`src/rtl/irqc_pkg.sv`:
```
package irqc_pkg;

  localparam int REG_ADDR_W = 2;

  typedef enum logic [REG_ADDR_W-1:0] {
    REG_MODE = 2'd0,
    REG_POL  = 2'd1,
    REG_MASK = 2'd2,
    REG_PEND = 2'd3
  } irqc_reg_e;

  // Default line allotment
  localparam int LINE_BUFMGR   = 0;
  localparam int LINE_ONESHOT  = 1;
  localparam int LINE_SPI      = 2;
  localparam int LINE_I2C      = 3;
  localparam int LINE_PHY      = 4;
  localparam int LINE_UNDERRUN = 5;
  localparam int LINE_OVERRUN  = 6;
  localparam int LINE_PPS      = 7;
  localparam int LINE_UART_RX  = 8;
  localparam int LINE_UART_TX  = 9;
  localparam int LINE_SERLINK  = 10;
  localparam int LINE_CLKSTAT  = 11;
  localparam int LINE_PERIODIC = 12;
  localparam int LINE_BUTTON   = 13;

endpackage

```
`src/rtl/irqc_cfg.sv`:
```
module irqc_cfg
  import irqc_pkg::*;
#(
  parameter int NUM_LINES = 32,
  parameter int DATA_W    = 32
) (
  input  logic                  clk,
  input  logic                  rst,
  input  logic                  wr_en,
  input  logic [REG_ADDR_W-1:0] addr,
  input  logic [DATA_W-1:0]     wr_data,
  output logic [NUM_LINES-1:0]  mode_edge,
  output logic [NUM_LINES-1:0]  pol_high,
  output logic [NUM_LINES-1:0]  mask_off,
  output logic [NUM_LINES-1:0]  clr_vec
);

  always_ff @(posedge clk) begin
    if (rst) begin
      mode_edge <= '0;
      pol_high  <= '1;
      mask_off  <= '1;
    end else if (wr_en) begin
      case (addr)
        REG_MODE: mode_edge <= wr_data[NUM_LINES-1:0];
        REG_POL:  pol_high  <= wr_data[NUM_LINES-1:0];
        REG_MASK: mask_off  <= wr_data[NUM_LINES-1:0];
        default:  ;
      endcase
    end
  end

  always_comb begin
    clr_vec = '0;
    if (wr_en && addr == REG_PEND) clr_vec = wr_data[NUM_LINES-1:0];
  end

  AST_RESET_MASKED: assert property (@(posedge clk) rst |=> (mask_off == '1 && mode_edge == '0));

endmodule

```
`src/rtl/irqc_line.sv`:
```
module irqc_line (
  input  logic clk,
  input  logic rst,
  input  logic req,
  input  logic edge_mode,
  input  logic pol,
  input  logic clr,
  output logic pend
);

  logic req_q;
  logic at_active;
  logic hit_edge;
  logic pend_n;

  always_comb begin
    at_active = (req == pol);
    hit_edge  = at_active && (req_q != pol);
    if (edge_mode) pend_n = hit_edge | (pend & ~clr);
    else           pend_n = at_active;
  end

  always_ff @(posedge clk) begin
    if (rst) begin
      req_q <= 1'b0;
      pend  <= 1'b0;
    end else begin
      req_q <= req;
      pend  <= pend_n;
    end
  end

  AST_EDGE_CAPTURE: assert property (@(posedge clk) disable iff (rst)
    (edge_mode && req == pol && req_q != pol) |=> pend);

  AST_EDGE_STICKY: assert property (@(posedge clk) disable iff (rst)
    (edge_mode && pend && !clr) |=> pend);

  AST_LEVEL_TRACK: assert property (@(posedge clk) disable iff (rst)
    (!edge_mode) |=> (pend == $past(req == pol)));

  AST_NO_WRONG_EDGE: assert property (@(posedge clk) disable iff (rst)
    (edge_mode && !pend && !(req == pol && req_q != pol)) |=> !pend);

endmodule

```
`src/rtl/irqc_readback.sv`:
```
module irqc_readback
  import irqc_pkg::*;
#(
  parameter int NUM_LINES = 32,
  parameter int DATA_W    = 32
) (
  input  logic                  clk,
  input  logic                  rst,
  input  logic                  rd_en,
  input  logic [REG_ADDR_W-1:0] addr,
  input  logic [NUM_LINES-1:0]  mode_edge,
  input  logic [NUM_LINES-1:0]  pol_high,
  input  logic [NUM_LINES-1:0]  mask_off,
  input  logic [NUM_LINES-1:0]  pend,
  output logic [DATA_W-1:0]     rd_data
);

  logic [NUM_LINES-1:0] sel_vec;
  logic [DATA_W-1:0]    sel_word;

  always_comb begin
    case (addr)
      REG_MODE: sel_vec = mode_edge;
      REG_POL:  sel_vec = pol_high;
      REG_MASK: sel_vec = mask_off;
      default:  sel_vec = pend;
    endcase
    sel_word = '0;
    sel_word[NUM_LINES-1:0] = sel_vec;
  end

  always_ff @(posedge clk) begin
    if (rst)        rd_data <= '0;
    else if (rd_en) rd_data <= sel_word;
  end

  AST_RD_MASK: assert property (@(posedge clk) disable iff (rst)
    (rd_en && addr == REG_MASK) |=> (rd_data[NUM_LINES-1:0] == $past(mask_off)));

  AST_RD_PEND: assert property (@(posedge clk) disable iff (rst)
    (rd_en && addr == REG_PEND) |=> (rd_data[NUM_LINES-1:0] == $past(pend)));

endmodule

```
`src/rtl/irqc_merge.sv`:
```
module irqc_merge #(
  parameter int NUM_LINES = 32
) (
  input  logic                 clk,
  input  logic                 rst,
  input  logic [NUM_LINES-1:0] pend,
  input  logic [NUM_LINES-1:0] mask_off,
  output logic                 irq_out
);

  logic [NUM_LINES-1:0] live;

  always_comb live = pend & ~mask_off;

  always_ff @(posedge clk) begin
    if (rst) irq_out <= 1'b0;
    else     irq_out <= |live;
  end

  AST_OUT_FOLLOWS: assert property (@(posedge clk) disable iff (rst)
    (pend == '0) |=> !irq_out);

  AST_MASKED_SILENT: assert property (@(posedge clk) disable iff (rst)
    (mask_off == '1) |=> !irq_out);

endmodule

```
`src/rtl/irq_ctrl.sv`:
```
module irq_ctrl
  import irqc_pkg::*;
#(
  parameter int NUM_LINES = 32,
  parameter int DATA_W    = 32
) (
  input  logic                  clk,
  input  logic                  rst,
  input  logic                  reg_wr,
  input  logic                  reg_rd,
  input  logic [REG_ADDR_W-1:0] reg_addr,
  input  logic [DATA_W-1:0]     reg_wdata,
  output logic [DATA_W-1:0]     reg_rdata,
  input  logic [NUM_LINES-1:0]  irq_req,
  output logic                  irq_out
);

  logic [NUM_LINES-1:0] mode_edge;
  logic [NUM_LINES-1:0] pol_high;
  logic [NUM_LINES-1:0] mask_off;
  logic [NUM_LINES-1:0] clr_vec;
  logic [NUM_LINES-1:0] pend;

  irqc_cfg #(.NUM_LINES(NUM_LINES), .DATA_W(DATA_W)) u_cfg (
    .clk(clk), .rst(rst), .wr_en(reg_wr), .addr(reg_addr), .wr_data(reg_wdata),
    .mode_edge(mode_edge), .pol_high(pol_high), .mask_off(mask_off), .clr_vec(clr_vec)
  );

  for (genvar g = 0; g < NUM_LINES; g++) begin : g_line
    irqc_line u_line (
      .clk(clk), .rst(rst), .req(irq_req[g]), .edge_mode(mode_edge[g]),
      .pol(pol_high[g]), .clr(clr_vec[g]), .pend(pend[g])
    );
  end

  irqc_readback #(.NUM_LINES(NUM_LINES), .DATA_W(DATA_W)) u_rb (
    .clk(clk), .rst(rst), .rd_en(reg_rd), .addr(reg_addr),
    .mode_edge(mode_edge), .pol_high(pol_high), .mask_off(mask_off), .pend(pend),
    .rd_data(reg_rdata)
  );

  irqc_merge #(.NUM_LINES(NUM_LINES)) u_merge (
    .clk(clk), .rst(rst), .pend(pend), .mask_off(mask_off), .irq_out(irq_out)
  );

  AST_EDGE_BEATS_CLEAR: assert property (@(posedge clk) disable iff (rst)
    (reg_wr && reg_addr == REG_PEND && mode_edge[0] && irq_req[0] == pol_high[0]
     && $past(irq_req[0]) != pol_high[0]) |=> pend[0]);

  AST_OUT_IS_OR: assert property (@(posedge clk) disable iff (rst)
    (|(pend & ~mask_off)) |=> irq_out);

endmodule

```
`config.mk`:
```
export PLATFORM = sky130hd
export DESIGN_NAME = irq_ctrl
export DESIGN_NICKNAME = d
export VERILOG_FILES = /design/src/rtl/irqc_pkg.sv /design/src/rtl/irqc_cfg.sv /design/src/rtl/irqc_line.sv /design/src/rtl/irqc_readback.sv /design/src/rtl/irqc_merge.sv /design/src/rtl/irq_ctrl.sv
export SDC_FILE = /design/constraint.sdc
export NUM_CORES = 1
export LEC_CHECK = 0
export BUFFER_PORTS_ARGS = -buffer_cell sky130_fd_sc_hd__buf_2
export CAP_MARGIN = 20
export CORE_MARGIN = 2
export CORE_UTILIZATION = 50
export DETAILED_ROUTE_END_ITERATION = 10
export PLACE_DENSITY = 0.73
export SYNTH_ARGS = -nofsm -noshare
export SYNTH_HDL_FRONTEND = slang
export SYNTH_SLANG_ARGS = --single-unit
```
`constraint.sdc`:
```
create_clock -name clk -period 1.5 [get_ports clk]
set_clock_uncertainty 0.15 [all_clocks]
set_input_delay 0.3 -clock clk [delete_from_list [all_inputs] [get_ports clk]]
set_output_delay 0.3 -clock clk [all_outputs]
set_load 0.1 [all_outputs]
```
=== After elaboration in Yosys (flattened, before gate mapping) ===
Index checks and enable logic that the tools add are counted.

* Bitwise logic cells: 98
* Multiplexer cells: 34
* Reduce and logical (&&, ||, !) cells: 38
* Equal/unequal tests: 67

{| class="wikitable"
|+ Operators by type and width
! kind !! count
|-
| $pmux W32 S3 || 1
|-
| $logic_and A1 B1 Y1 || 33
|-
| $and A1 B1 Y1 || 32
|-
| $and A32 B32 Y32 || 1
|-
| $eq A1 B1 Y1 || 32
|-
| $mux W1 || 32
|-
| $mux W32 || 1
|-
| $ne A1 B1 Y1 || 32
|-
| $not A1 Y1 || 32
|-
| $not A32 Y32 || 1
|-
| $or A1 B1 Y1 || 32
|-
| $reduce_or A32 Y1 || 1
|-
| $reduce_and A2 Y1 || 3
|-
| $eq A2 B2 Y1 const B || 2
|-
| $eq A2 B1 Y1 const B || 1
|-
| $logic_not A2 Y1 || 1
|}

* Output and inout bits: 33
* Bits of input ports: 70
* Bits in registers: 193
* Logic and storage cells: 306

=== Longest topological paths before layout ===
* Depth after elaboration: 7
* Mapped depth: 7

=== By module ===
From an unflattened synthesis, not the netlist that was laid out.

* Cell total of the unflattened synthesis: 976
* Area, all modules: 9162.5 um^2

{| class="wikitable"
|+ By module, submodules not included
! module !! sequential area each (um^2) !! instances !! cells an instance !! area each (um^2)
|-
| irqc_cfg || 1921.8 || 1 || 420 || 4120.2
|-
| irqc_line || 40.0 || 32 || 10 || 81.3
|-
| irqc_readback || 640.6 || 1 || 182 || 2165.8
|-
| irqc_merge || 20.0 || 1 || 54 || 274.0
|}

=== Worst setup path after synthesis ===
No wires, ideal clock.

* Kind: input port to flip-flop
* Start point: in reg_addr[0]
* End point: reg u_rb.rd_data[0]
* Arrival time: 1.253 ns
* Cell stages on the path: 5
* Slack: -0.030 ns
* Buffers on the path: 2
* Library setup time: 0.128 ns
* Path through: buf_6 > buf_12 > mux4_2 > mux2i_1 > nor2_1

* Word-level cells in the longest chain between the ends: 2
* Elaborated cells on any way between the ends: 4
* Classes of those cells: eq/ne (2); mux (1); reduce/logical (1)

{| class="wikitable"
|+ RTL lines
! what !! RTL line !! RTL
|-
| from (decl) || irq_ctrl.sv:11 || <nowiki>input logic [REG_ADDR_W-1:0] reg_addr,</nowiki>
|-
| $eq A2 B2 Y1, or another cell as far along || irqc_readback.sv:22 || <nowiki>case (addr)</nowiki>
|-
| $pmux W32 S3 * || irqc_readback.sv:22 ||
|-
| to (signal assigned) || irqc_readback.sv:34 || <nowiki>else if (rd_en) rd_data <= sel_word;</nowiki>
|-
| to (decl) || irqc_readback.sv:15 || <nowiki>output logic [DATA_W-1:0] rd_data</nowiki>
|}

Mark *: on every way between the ends. The rest lies on a longest branch, timed or not.
A chain may end at the register's enable or synchronous reset.

=== Final worst setup path ===
* Start point: reg u_rb.rd_data[26]
* End point: out reg_rdata[26]

{| class="wikitable"
|+ RTL lines
! what !! RTL line !! RTL
|-
| to (decl) || irq_ctrl.sv:13 || <nowiki>output logic [DATA_W-1:0] reg_rdata,</nowiki>
|}

No word-level cell between the ends.

==> flow_metrics.tcl <==
set metrics [dict create \
    status "finished clean" \
    via_per_inst 5.42 \
    muxShareOfSynthArea 0.125 \
    synth_cell_types 28 \
    fin_area_sq_um 11000 \
    setup_violations 0 \
    synthXorXnorAreaFrac 0.0648 \
    ant_nets 0 \
    synth-simple-area-share 0.222 \
    grt_usage 0.247 \
    drtPass1Iterations 5 \
    rows 47 \
    worstPathMaxFanout 2 \
    slew-limit-headroom 0.752 \
    first_iter_violations 617 \
    grt_pass1_wl_um 34800 \
    die_y_um 133 \
    worstPathCellList "buf_12" \
    crit_required_ps 1050 \
    die-area_sq_um 17800 \
    grt_pass1_vias 6883 \
    crit_path_top_delay_cell "dfxtp_1" \
    rsz0062_at_grt "false" \
    syn-cell-area_sq_um 8380 \
    root_buffer "clkbuf_16" \
    synth_area_leader_cell "dfxtp_1" \
    ctsHtreeMaxLevel 4 \
    syn_area_per_cell_sq_um 9.09 \
    hold_viol_final 0 \
    area_delta_synth_final_pct 31.8 \
    drc 0 \
    ios 103 \
    yosys_warnings 0 \
    dpl_worst_slack_ps -237 \
    wl_um 21600 \
    instances_no_fill 1312 \
    arrival_ps 1010 \
    nets 1150 \
    p_per_area_nw_per_um2 1180 \
    initial_core_util 0.509 \
    clock_sinks 193 \
    finalCritPeriodShare 0.972 \
    cp-start-kind "register" \
    leakagePower_uw 0.00457 \
    routabilityCongestion 0.811 \
    report.final.slew_viol_count 0 \
    dp_hpwl_um 13800 \
    dieWidth_um 133 \
    crit_family "flip-flops" \
    antenna_found_initial 0 \
    core_sq_um 16500 \
    cts_tree "done" \
    synth_fa_ha_area_frac 0 \
    regArea_sq_um 3880 \
    min_period_ps 1460 \
    netlist_top_cells_area "dfxtp_1 (46%), nand2_1 (10%), mux4_2 (8.3%)" \
    synth_compound_area_frac 0.0751 \
    portBuffers 102 \
    endpoint_kind "primary output" \
    synth_top_area_share 0.461 \
    drive_gt1_frac 0.198 \
    clockBufferDepth 2 \
    synthesis.nets 991 \
    ir_drop_v 0.000924 \
    dp_cells 1219 \
    crit_type "register to primary output" \
    max_stage_delay_ps 380 \
    crit_buf_inv 1 \
    ys_ff_latch 193 \
    tightest_slew_ps 368 \
    synth_top_family_by_area "simple AND/OR/NAND/NOR gates" \
    cts_inserted_buffers 17 \
    multiInputGateArea_sq_um 4090 \
    max-cap-violations 0 \
    vias 7109 \
    routedWlPerCell_um 16.4 \
    place_area_sq_um 9770 \
    fillCellCount 1266 \
    grt_max_degree 46 \
    clk_pin_slew_ps 70 \
    synth_seq_area_share 0.461 \
    fmax_ghz 0.686 \
    clk_latency_ps 430 \
    grt-ovfl-total 0 \
    min_path_type "input pin to register" \
    setup_ws_ps 42.4 \
    diodes 0 \
    syn_inst 921 \
]
==> cell usage in the layout, fill, tap and decap left out, types with 2 or more instances in the layout <==
cell,count
nand3b_1,65
xor2_1,31
dfxtp_2,17
nor4_1,3
clkinvlp_4,2
inv_1,32
nand2_1,226
clkbuf_8,2
clkinv_2,3
buf_12,46
a21oi_1,64
buf_4,22
dfxtp_1,176
a31oi_1,32
nor2_1,63
bufinv_16,4
clkbuf_1,2
o22ai_1,16
buf_2,68
mux4_2,31
mux2i_1,32
dlygate4sd3_1,62
clkbuf_16,17
nor2b_1,33
xnor2_1,31
==> sequential cells by signal, summed over array words and instances (netlist names) <==
register / count
u_rb.rd_data: 32
u_merge.irq_out: 1
u_cfg.mode_edge: 32
g_line.u_line.req_q: 32
g_line.u_line.pend: 32
u_cfg.pol_high: 32
u_cfg.mask_off: 32
==> worst paths after layout <==
| path | from | endpoint | slack (ps) | cells past startpoint |
|---|---|---|---|---|
| worst max-delay path | u_rb.rd_data[26]$_SDFFE_PP0P_ | reg_rdata[26] | 40 | 1 |
| worst min-delay path | reg_wdata[24] | u_cfg.mode_edge[24]$_SDFFE_PP0P_ | 5 | 3 |
| worst max register to register | g_line[8].u_line.pend$_SDFF_PP0_ | u_merge.irq_out$_SDFF_PP0_ | 120 | 5 |
| worst min register to register | u_cfg.mode_edge[17]$_SDFFE_PP0P_ | u_cfg.mode_edge[17]$_SDFFE_PP0P_ | 340 | 2 |
==> per-stage QoR <==
step           hold slack [ps]   util  total power [uW]  TNS [ps]
6_report                  5.32  0.670             13000         0
5_1_grt                   2.77  0.670             13500         0
4_1_cts                 0.0621  0.669             13000         0
3_5_place_dp               326  0.593              8160    -24270
3_3_place_gp               324  0.593              8120    -22620
2_1_floorplan              271      -              7300         0
==> per-layer routing <==
metal  vias up  track usage  wire (um)
li1       3399            -          -
met1      3379        0.320       9080
met2       286        0.412      10500
met3        45       0.0498       1410
met4         0       0.0904        544
met5         -            0          0
==> repair_timing <==
item / in CTS / in global routing
cloned: 0 / 0
setup endpoints to repair: 5 / 13
hold buffers: 62 / 0
gates resized for setup: 5 / 13
buffers inserted: 0 / 0
endpoints found under the hold margin: 114 / 0
==> area by class of cell <==
| type | instances | area share |
|---|---|---|
| Clock buffer | 21 | 0.0417 |
| Multi-Input combinational cell | 638 | 0.371 |
| Clock inverter | 10 | 0.0144 |
| Timing Repair Buffer | 198 | 0.185 |
| Inverter | 32 | 0.0109 |
| Tap cell | 220 | 0.0249 |
| Sequential cell | 193 | 0.352 |
==> where the power goes <==
group / switching, uW / leakage [uW] / internal (uW)
combinational: 1340 / 0.00267 / 1110
clock: 1920 / 0.000299 / 2860
sequential: 304 / 0.00160 / 5460
total: 3570 / 0.00457 / 9430
==> cells by family after synthesis <==
| kind of cell | after synthesis |
|---|---|
| compound gates | 113 |
| xor+xnor | 62 |
| simple gates | 399 |
| flops | 193 |
| mux | 64 |
| buf+inv | 90 |
==> Yosys cell counts (all sizes together) <==
| master | count |
|---|---|
| mux4 | 32 |
| nor4 | 4 |
| a31oi | 32 |
| clkbuf | 28 |
| and3 | 1 |
| xnor2 | 31 |
| a41oi | 1 |
| dfxtp | 193 |
| nor2b | 33 |
| nor2 | 64 |
| and3b | 1 |
| buf | 30 |
| mux2i | 32 |
| xor2 | 31 |
| nor3 | 1 |
| nor3b | 1 |
| or3b | 1 |
| nand2 | 226 |
| nand3b | 65 |
| or2 | 1 |
| o22ai | 16 |
| nand3 | 1 |
| a21oi | 64 |
| inv | 32 |
Power figures use the tool's default switching activity.
